**config.mk**
```make
export PLATFORM = sky130hd
export DESIGN_NAME = drf_top
export DESIGN_NICKNAME = d
export VERILOG_FILES = /design/src/rtl/drf_pkg.sv /design/src/rtl/drf_store.sv /design/src/rtl/drf_packer.sv /design/src/rtl/drf_top.sv
export SDC_FILE = /design/constraint.sdc
export NUM_CORES = 1
export LEC_CHECK = 0
export BUFFER_PORTS_ARGS = -buffer_cell sky130_fd_sc_hd__buf_4
export CAP_MARGIN = 30
export CORE_MARGIN = 2
export CORE_UTILIZATION = 60
export DETAILED_ROUTE_END_ITERATION = 8
export GPL_TIMING_DRIVEN = 0
export MAX_ROUTING_LAYER = met4
export PLACE_DENSITY = 0.79
export SYNTH_ARGS = -nofsm -noshare
export SYNTH_HDL_FRONTEND = slang
export SYNTH_SLANG_ARGS = --single-unit
```
**constraint.sdc**
```tcl
create_clock -name clk -period 16.2 [get_ports clk]
set_input_delay 0 -clock clk [delete_from_list [all_inputs] [get_ports clk]]
set_output_delay 0 -clock clk [all_outputs]
set_load 0.01 [all_outputs]
```
**src/rtl/drf_pkg.sv**
```systemverilog
package drf_pkg;
  // Usable slot count for a depth code, given the largest depth.
  function automatic int unsigned slots_for(input logic [1:0] code,
                                            input int unsigned max_slots);
    case (code)
      2'd0:    return max_slots;
      2'd1:    return max_slots / 2;
      default: return max_slots / 4;
    endcase
  endfunction
endpackage

```
**src/rtl/drf_store.sv**
```systemverilog
module drf_store #(
  parameter int DATA_W = 32,
  parameter int SLOTS  = 8,
  localparam int AW    = $clog2(SLOTS)
) (
  input  logic              clk,
  input  logic              we,
  input  logic [AW-1:0]     waddr,
  input  logic [DATA_W-1:0] wdata,
  input  logic [AW-1:0]     raddr,
  output logic [DATA_W-1:0] rdata
);
  logic [DATA_W-1:0] mem [SLOTS];

  always_ff @(posedge clk) begin
    if (we) mem[waddr] <= wdata;
  end

  assign rdata = mem[raddr];
endmodule

```
**src/rtl/drf_packer.sv**
```systemverilog
module drf_packer #(
  parameter int DATA_W = 32,
  localparam int HALF_W = DATA_W / 2
) (
  input  logic              clk,
  input  logic              rst,
  input  logic              flush,
  input  logic              narrow,
  input  logic              accept,
  input  logic [DATA_W-1:0] din,
  output logic              wr_en,
  output logic [DATA_W-1:0] wr_word
);
  logic              lo_have;
  logic [HALF_W-1:0] lo_q;

  always_ff @(posedge clk) begin
    if (rst || flush) begin
      lo_have <= 1'b0;
      lo_q    <= '0;
    end else if (accept && narrow) begin
      lo_have <= ~lo_have;
      if (!lo_have) lo_q <= din[HALF_W-1:0];
    end
  end

  always_comb begin
    if (narrow) begin
      wr_en   = accept && lo_have;
      wr_word = {din[HALF_W-1:0], lo_q};
    end else begin
      wr_en   = accept;
      wr_word = din;
    end
  end
endmodule

```
**src/rtl/drf_top.sv**
```systemverilog
module drf_top #(
  parameter int DATA_W    = 32,
  parameter int MAX_SLOTS = 8,
  localparam int AW       = $clog2(MAX_SLOTS),
  localparam int CNT_W    = $clog2(MAX_SLOTS + 1),
  localparam int HALF_W   = DATA_W / 2
) (
  input  logic              clk,
  input  logic              rst,
  input  logic [1:0]        cfg_depth,
  input  logic [1:0]        cfg_req,
  input  logic              cfg_half,
  input  logic              cfg_narrow,
  input  logic              in_valid,
  input  logic [DATA_W-1:0] in_data,
  output logic              in_ready,
  input  logic              out_pop,
  output logic              out_valid,
  output logic [DATA_W-1:0] out_data,
  output logic              mem_req,
  output logic [CNT_W-1:0]  level,
  output logic              full,
  output logic              underrun,
  input  logic              underrun_clr
);
  import drf_pkg::*;

  logic [1:0]        depth_q;
  logic              flush;
  logic [CNT_W-1:0]  slots, thr_raw, thr_lim, thr, free_cnt;
  logic [CNT_W-1:0]  count;
  logic [AW-1:0]     wr_ptr, rd_ptr, ptr_last;
  logic              accept, wr_en, rd_hit, remove, half_sel;
  logic [DATA_W-1:0] wr_word, rd_word;

  assign flush    = (cfg_depth != depth_q);
  assign slots    = CNT_W'(slots_for(depth_q, MAX_SLOTS));
  assign ptr_last = AW'(slots - CNT_W'(1));
  assign thr_raw  = CNT_W'(cfg_req) + CNT_W'(1);
  assign thr_lim  = slots - CNT_W'(1);
  assign thr      = (thr_raw > thr_lim) ? thr_lim : thr_raw;
  assign free_cnt = slots - count;

  assign in_ready  = (count < slots) && !flush;
  assign accept    = in_valid && in_ready;
  assign out_valid = (count != '0);
  assign rd_hit    = out_pop && out_valid && !flush;
  assign remove    = rd_hit && (!cfg_half || half_sel);
  assign mem_req   = (free_cnt >= thr);
  assign full      = (count == slots);
  assign level     = count;

  drf_packer #(.DATA_W(DATA_W)) u_pack (
    .clk     (clk),
    .rst     (rst),
    .flush   (flush),
    .narrow  (cfg_narrow),
    .accept  (accept),
    .din     (in_data),
    .wr_en   (wr_en),
    .wr_word (wr_word)
  );

  drf_store #(.DATA_W(DATA_W), .SLOTS(MAX_SLOTS)) u_store (
    .clk   (clk),
    .we    (wr_en),
    .waddr (wr_ptr),
    .wdata (wr_word),
    .raddr (rd_ptr),
    .rdata (rd_word)
  );

  always_ff @(posedge clk) begin
    depth_q <= cfg_depth;
    if (rst || flush) begin
      count    <= '0;
      wr_ptr   <= '0;
      rd_ptr   <= '0;
      half_sel <= 1'b0;
    end else begin
      count <= count + CNT_W'(wr_en) - CNT_W'(remove);
      if (wr_en) wr_ptr <= (wr_ptr == ptr_last) ? '0 : wr_ptr + AW'(1);
      if (remove) rd_ptr <= (rd_ptr == ptr_last) ? '0 : rd_ptr + AW'(1);
      if (rd_hit) half_sel <= cfg_half ? ~half_sel : 1'b0;
    end
  end

  always_ff @(posedge clk) begin
    if (rst) underrun <= 1'b0;
    else underrun <= (underrun && !underrun_clr) ||
                     (out_pop && !out_valid && !flush);
  end

  always_comb begin
    if (cfg_half)
      out_data = {{(DATA_W-HALF_W){1'b0}},
                  half_sel ? rd_word[DATA_W-1:HALF_W] : rd_word[HALF_W-1:0]};
    else
      out_data = rd_word;
  end
endmodule

```
=== After elaboration in Yosys (flattened, before gate mapping) ===
Memories as Yosys holds them, arrays and structs flattened. A register that Yosys moved wholly into a read port is not among the register bits.
Index checks and enable logic that the tools add are counted.

* Memory bits (writable): 256
* Memories kept: 1
* Logic and storage cells: 59
* Latch bits: 0
* Register bits after elaboration: 31
* Memory bits (read-only): 0
* Bits of input ports: 43

* $lt $le $gt $ge: 3
* Bitwise operators: 2
* Divide/modulo/power cells: 0
* Muxes and demuxes: 13
* Eq/ne operators: 5
* $mul: 0
* Add/subtract/negate cells: 7
* Shift operators: 0
* Reductions and logical operators: 20

{| class="wikitable"
|+ Memory list
! memory !! depth !! bits a word !! read ports !! clocked after Yosys merged registers in !! wr ports !! line !! text
|-
| u_store.mem || 8 || 32 || 1 || 1 || 1 || drf_store.sv:13 || <nowiki>logic [DATA_W-1:0] mem [SLOTS];</nowiki>
|}

{| class="wikitable"
|+ Operators by type and width
! kind !! number
|-
| $mux 32 || 2
|-
| $mux 16 || 1
|-
| $mux 3 || 4
|-
| $logic_and 1x1->1 || 10
|-
| $pmux 4 s2 || 1
|-
| $add 3x1->3 const B || 2
|-
| $eq 3x3->1 || 2
|-
| $add 4x1->4 || 1
|-
| $eq 4x4->1 || 1
|-
| $ge 4x4->1 || 1
|-
| $gt 3x4->1 || 1
|-
| $logic_not 1->1 || 4
|-
| $lt 4x4->1 || 1
|-
| $mux 1 || 4
|-
| $mux 4 || 1
|-
| $reduce_bool 4->1 || 1
|-
| $sub 4x1->4 || 1
|-
| $sub 4x1->4 const B || 1
|-
| $sub 4x4->4 || 1
|-
| $add 2x1->3 const B || 1
|-
| $logic_or 1x1->1 || 3
|-
| $eq 2x1->1 const B || 1
|-
| $logic_not 2->1 || 1
|-
| $ne 2x2->1 || 1
|-
| 2 further kinds || 3
|}

=== Depth between registers and ports, before layout ===
* Word-level depth: 9
* Depth in mapped cells: 15
* Gate-level depth less buffers: 15

=== Hierarchy ===
Synthesis repeated with hierarchy kept, for this count alone.

* Cell total of the unflattened synthesis: 659
* Area total of the unflattened synthesis: 12488.2 um^2

{| class="wikitable"
|+ Modules (own cells, without submodules)
! module !! times used !! cells an instance !! area each (um^2) !! seq. area each (um^2)
|-
| drf_store || 1 || 383 || 9825.7 || 7687.4
|-
| drf_top || 1 || 159 || 1383.8 || 280.3
|-
| drf_packer || 1 || 117 || 1278.7 || 340.3
|}

=== Least setup slack after synthesis ===
Ideal clock, no wire load.

* Path type: reg-to-reg
* Start point: register depth_q[1]
* End point: memory u_store.mem[0][0] (enable)
* Path slack: 10.732 ns
* Path buffers: 1
* Data required time: 15.699 ns
* Period minus slack after synthesis: 5.468 ns
* Stages on the path, launching flop included: 9
* Arrival time: 4.966 ns
* Setup time: 0.501 ns
* Path through: dfxtp_1 > buf_6 > nor2_1 > ha_1 > and3_4 > a211o_1 > a211oi_4 > inv_2 > nor4_1

* Word-level cells in the longest chain between the ends: 9

{| class="wikitable"
|+ RTL lines
! item !! line !! text
|-
| from (decl) || drf_top.sv:28 || <nowiki>logic [1:0] depth_q;</nowiki>
|-
| from (signal assigned) || drf_top.sv:74 || <nowiki>depth_q <= cfg_depth;</nowiki>
|-
| $eq 2x1->1 / $logic_not 2->1 (equally long branches) || drf_pkg.sv:5 || <nowiki>case (code)</nowiki>
|-
| $pmux 4 s2 || drf_pkg.sv:5 ||
|-
| $lt 4x4->1 || drf_top.sv:44 || <nowiki>assign in_ready = (count < slots) && !flush;</nowiki>
|-
| $logic_and 1x1->1 * || drf_top.sv:44 ||
|-
| $logic_and 1x1->1 * || drf_top.sv:45 || <nowiki>assign accept = in_valid && in_ready;</nowiki>
|-
| $logic_and 1x1->1 || drf_packer.sv:29 || <nowiki>wr_en = accept && lo_have;</nowiki>
|-
| $mux 1 * || drf_packer.sv:28 || <nowiki>if (narrow) begin</nowiki>
|-
| $mux 1 * || drf_store.sv:16 || <nowiki>if (we) mem[waddr] <= wdata;</nowiki>
|-
| $mux 1 (not written as such) * || drf_store.sv:16 ||
|-
| to (decl) || drf_store.sv:13 ||
|}

Every way passes the cells marked *; elsewhere a longest branch is shown, timed or not.

=== Final worst setup path ===
* Start point: register depth_q[1]
* End point: memory u_store.mem[5][21] (enable)

The elaborated chain is that of the path after synthesis.

==> results.json <==
{
  "rows": 51,
  "cts_resized": 0,
  "fin_tns_setup_ps": 0,
  "vias_per_cell": 6.24,
  "grt_pass1_vias": 7433,
  "slew_violations": 0,
  "synthCells": 677,
  "setup_ws_ps": 12410,
  "clkSinkCount": 290,
  "grt_overflow": 0,
  "final_nets": 913,
  "grt_start_max_net_pins": 26,
  "cts_root_buffer": "clkbuf_16",
  "start_util_pct": 61.4,
  "busiest_layer": "met2",
  "drcViolationCount": 0,
  "ys_async_sr_fraction_pct": 0,
  "ys_ff_latch": 290,
  "slew_headroom_pct": 34.3,
  "clk_latency_ps": 540,
  "ys_seq_area_share_pct": 69.5,
  "hold_path.class": "input port to register",
  "critPathKind": "register to register",
  "drive_above_1_share_pct": 33.8,
  "numPortBuffers": 81,
  "die-area_um2": 21200,
  "slowest_stage": "nor3b_2",
  "syn-cell-area_um2": 12000,
  "layout_common_cells": "256 x edfxtp_1, 90 x buf_4, 64 x mux4_2, 48 x mux2_2, 42 x nand2_1",
  "die_height_um": 146,
  "critical_path_buf_inv_count": 3,
  "dp_hpwl_mm": 18.9,
  "ys_top_cells_by_area": "edfxtp_1 64%, mux4_2 12%, dfxtp_1 5.7%",
  "postRouteAntennaNets": 0,
  "cp_max_fo": 10,
  "crit_path_end_kind": "register",
  "cpLargestDelayFamily": "simple AND/OR/NAND/NOR gates",
  "timing.fmax_mhz": 264,
  "dr.first_iter.drc_count": 670,
  "critical-path-max-stage-delay_ps": 840,
  "cts-buffers-inserted": 28,
  "grtUsageMet3_pct": 5.61,
  "ys_warn_count": 0,
  "io_pins": 84,
  "hold_viol_final": 0,
  "clk_pin_slew_worst_paths_ps": 60,
  "grtUsageMet1_pct": 35.8,
  "grt_antenna_before_repair": 1,
  "worst_setup_path_start_kind": "register",
  "fin_skew_ps": 9.39,
  "status": "completed",
  "tightest_slew_ps": 986,
  "post_cts_buffers": 0,
  "vias": 7116,
  "worstPathArrival_ps": 4040,
  "wl_mm": 28.7,
  "rsz0062_at_grt": "no",
  "setup_violations": 0,
  "yosys_most_used_dff": "edfxtp_1",
  "cts_hold_buf": 41,
  "met2_usage_pct": 46.5,
  "clock_path_buffers": 3,
  "grt_usage_pct": 28.4,
  "ir_drop_uv": 86.1,
  "synth_fp_nets": 737,
  "synth_top_area_share_pct": 63.9,
  "yosys.area.top_type": "edfxtp_1",
  "ys_types": 54,
  "p_leak_nw": 4.94,
  "power_density_nw_per_um2": 104,
  "cp_common_cell": "buf_6",
  "crit_path_cell_trace": "buf_6 -> nor2_1 -> ha_1 -> and3_4 -> a211o_1 -> a211oi_4 -> nand2_1 -> nor3b_2 -> buf_8 -> buf_6",
  "syn_to_final_growth_pct": 21.8,
  "first_pass_iters": 5,
  "die_width_um": 146,
  "synth-edff-count": 256,
  "cts_tree": "yes",
  "core_um2": 19600,
  "fin_crit_sh_pct": 23.4,
  "dp_slack_ps": 12420,
  "syn_area_per_cell_um2": 17.8,
  "htreeDepth": 1,
  "layout_commonest_cell": "edfxtp_1",
  "grt_pass1_wl_mm": 43.6,
  "maxCapViolations": 0,
  "required_ps": 16450,
  "period_minus_slack_ps": 3790,
  "wl_per_cell_um": 25.2,
  "gp_congestion": 0.791
}
[cells in the mapped netlist, types with 11 or more instances]
cell,n
ha_1,16
inv_1,11
mux2_2,48
dfxtp_1,34
edfxtp_1,256
mux2i_1,18
nand2_1,42
mux4_2,64
clkbuf_1,15
nand3_1,20
o21ai_0,34
nor2_1,31
[per-layer routing]
layer | share of wire, % | vias up
met3 | 9.7 | 83
met1 | 37 | 3555
met4 | 3.4 | 0
met2 | 50 | 448
met5 | 0 | -
li1 | - | 3030
[metrics by stage]
stage | instances | util, % | hold WS (ps) | instance area [um^2] | power, mW
after floorplan | 677 | - | 27.7 | 12000 | 0.868
after global placement | 1023 | 66.2 | 121 | 13000 | 0.892
after detailed placement | 1047 | 68.0 | 124 | 13300 | 0.896
after CTS | 1140 | 74.8 | 49.5 | 14700 | 1.53
after global routing | 1141 | 74.8 | 85.9 | 14700 | 1.57
final | 1141 | 74.8 | 73.3 | 14700 | 1.53
[worst min-delay path, stage by stage]
cell,delay [ps]
clkbuf_1,200
nor2b_1,220
nand3_1,90
a21oi_1,60
[worst paths after layout]
path | endpoint | from | cells past startpoint | slack, ps
worst max-delay path | u_store.mem[5][21] | depth_q[1] | 10 | 12410
worst min-delay path | half_sel | cfg_half | 4 | 70
worst max register to register | u_store.mem[5][21] | depth_q[1] | 10 | 12410
worst min register to register | u_pack.lo_q[12] | u_pack.lo_q[12] | 2 | 460
[sequential cells by signal (all words and copies together), names as in the netlist, named ones only]
| register | cells |
|---|---|
| rd_ptr | 3 |
| underrun | 1 |
| half_sel | 1 |
| u_pack.lo_have | 1 |
| depth_q | 2 |
| u_pack.lo_q | 16 |
| level | 4 |
| wr_ptr | 3 |
| u_store.mem | 256 |
[power breakdown]
part           internal [mW]  leakage (nW)  switching [mW]  total [mW]
Combinational         0.0318          1.89          0.0402      0.0720
Clock                  0.372         0.462           0.268       0.640
Sequential             0.817          2.59        0.000907       0.818
[layout make-up]
| class | instances | area (um^2) |
|---|---|---|
| multi-input combinational | 337 | 3490 |
| antenna | 1 | 2.50 |
| clock inverter | 16 | 140 |
| tap | 265 | 332 |
| buffer | 37 | 176 |
| clock buffer | 36 | 781 |
| inverter | 13 | 48.8 |
| fill | 1113 | 4940 |
| sequential | 290 | 8370 |
| timing repair buffer | 146 | 1310 |
[cell families (layout without fill, tap and decap cells)]
kind of cell / Yosys count / after routing / synth area share, %
AO/OA/AOI/OAI: 58 / 58 / 3.07
XOR/XNOR: 10 / 10 / 0.790
adder cells (fa/ha/maj): 17 / 17 / 1.83
buffers and inverters: 50 / 248 / 1.87
flip-flops: 290 / 290 / 69.5
multiplexers: 130 / 130 / 18.0
other: 1 / 2 / 0.0312
AND/OR/NAND/NOR: 121 / 121 / 4.92
Note: power is estimated with default switching activity, not from simulation.
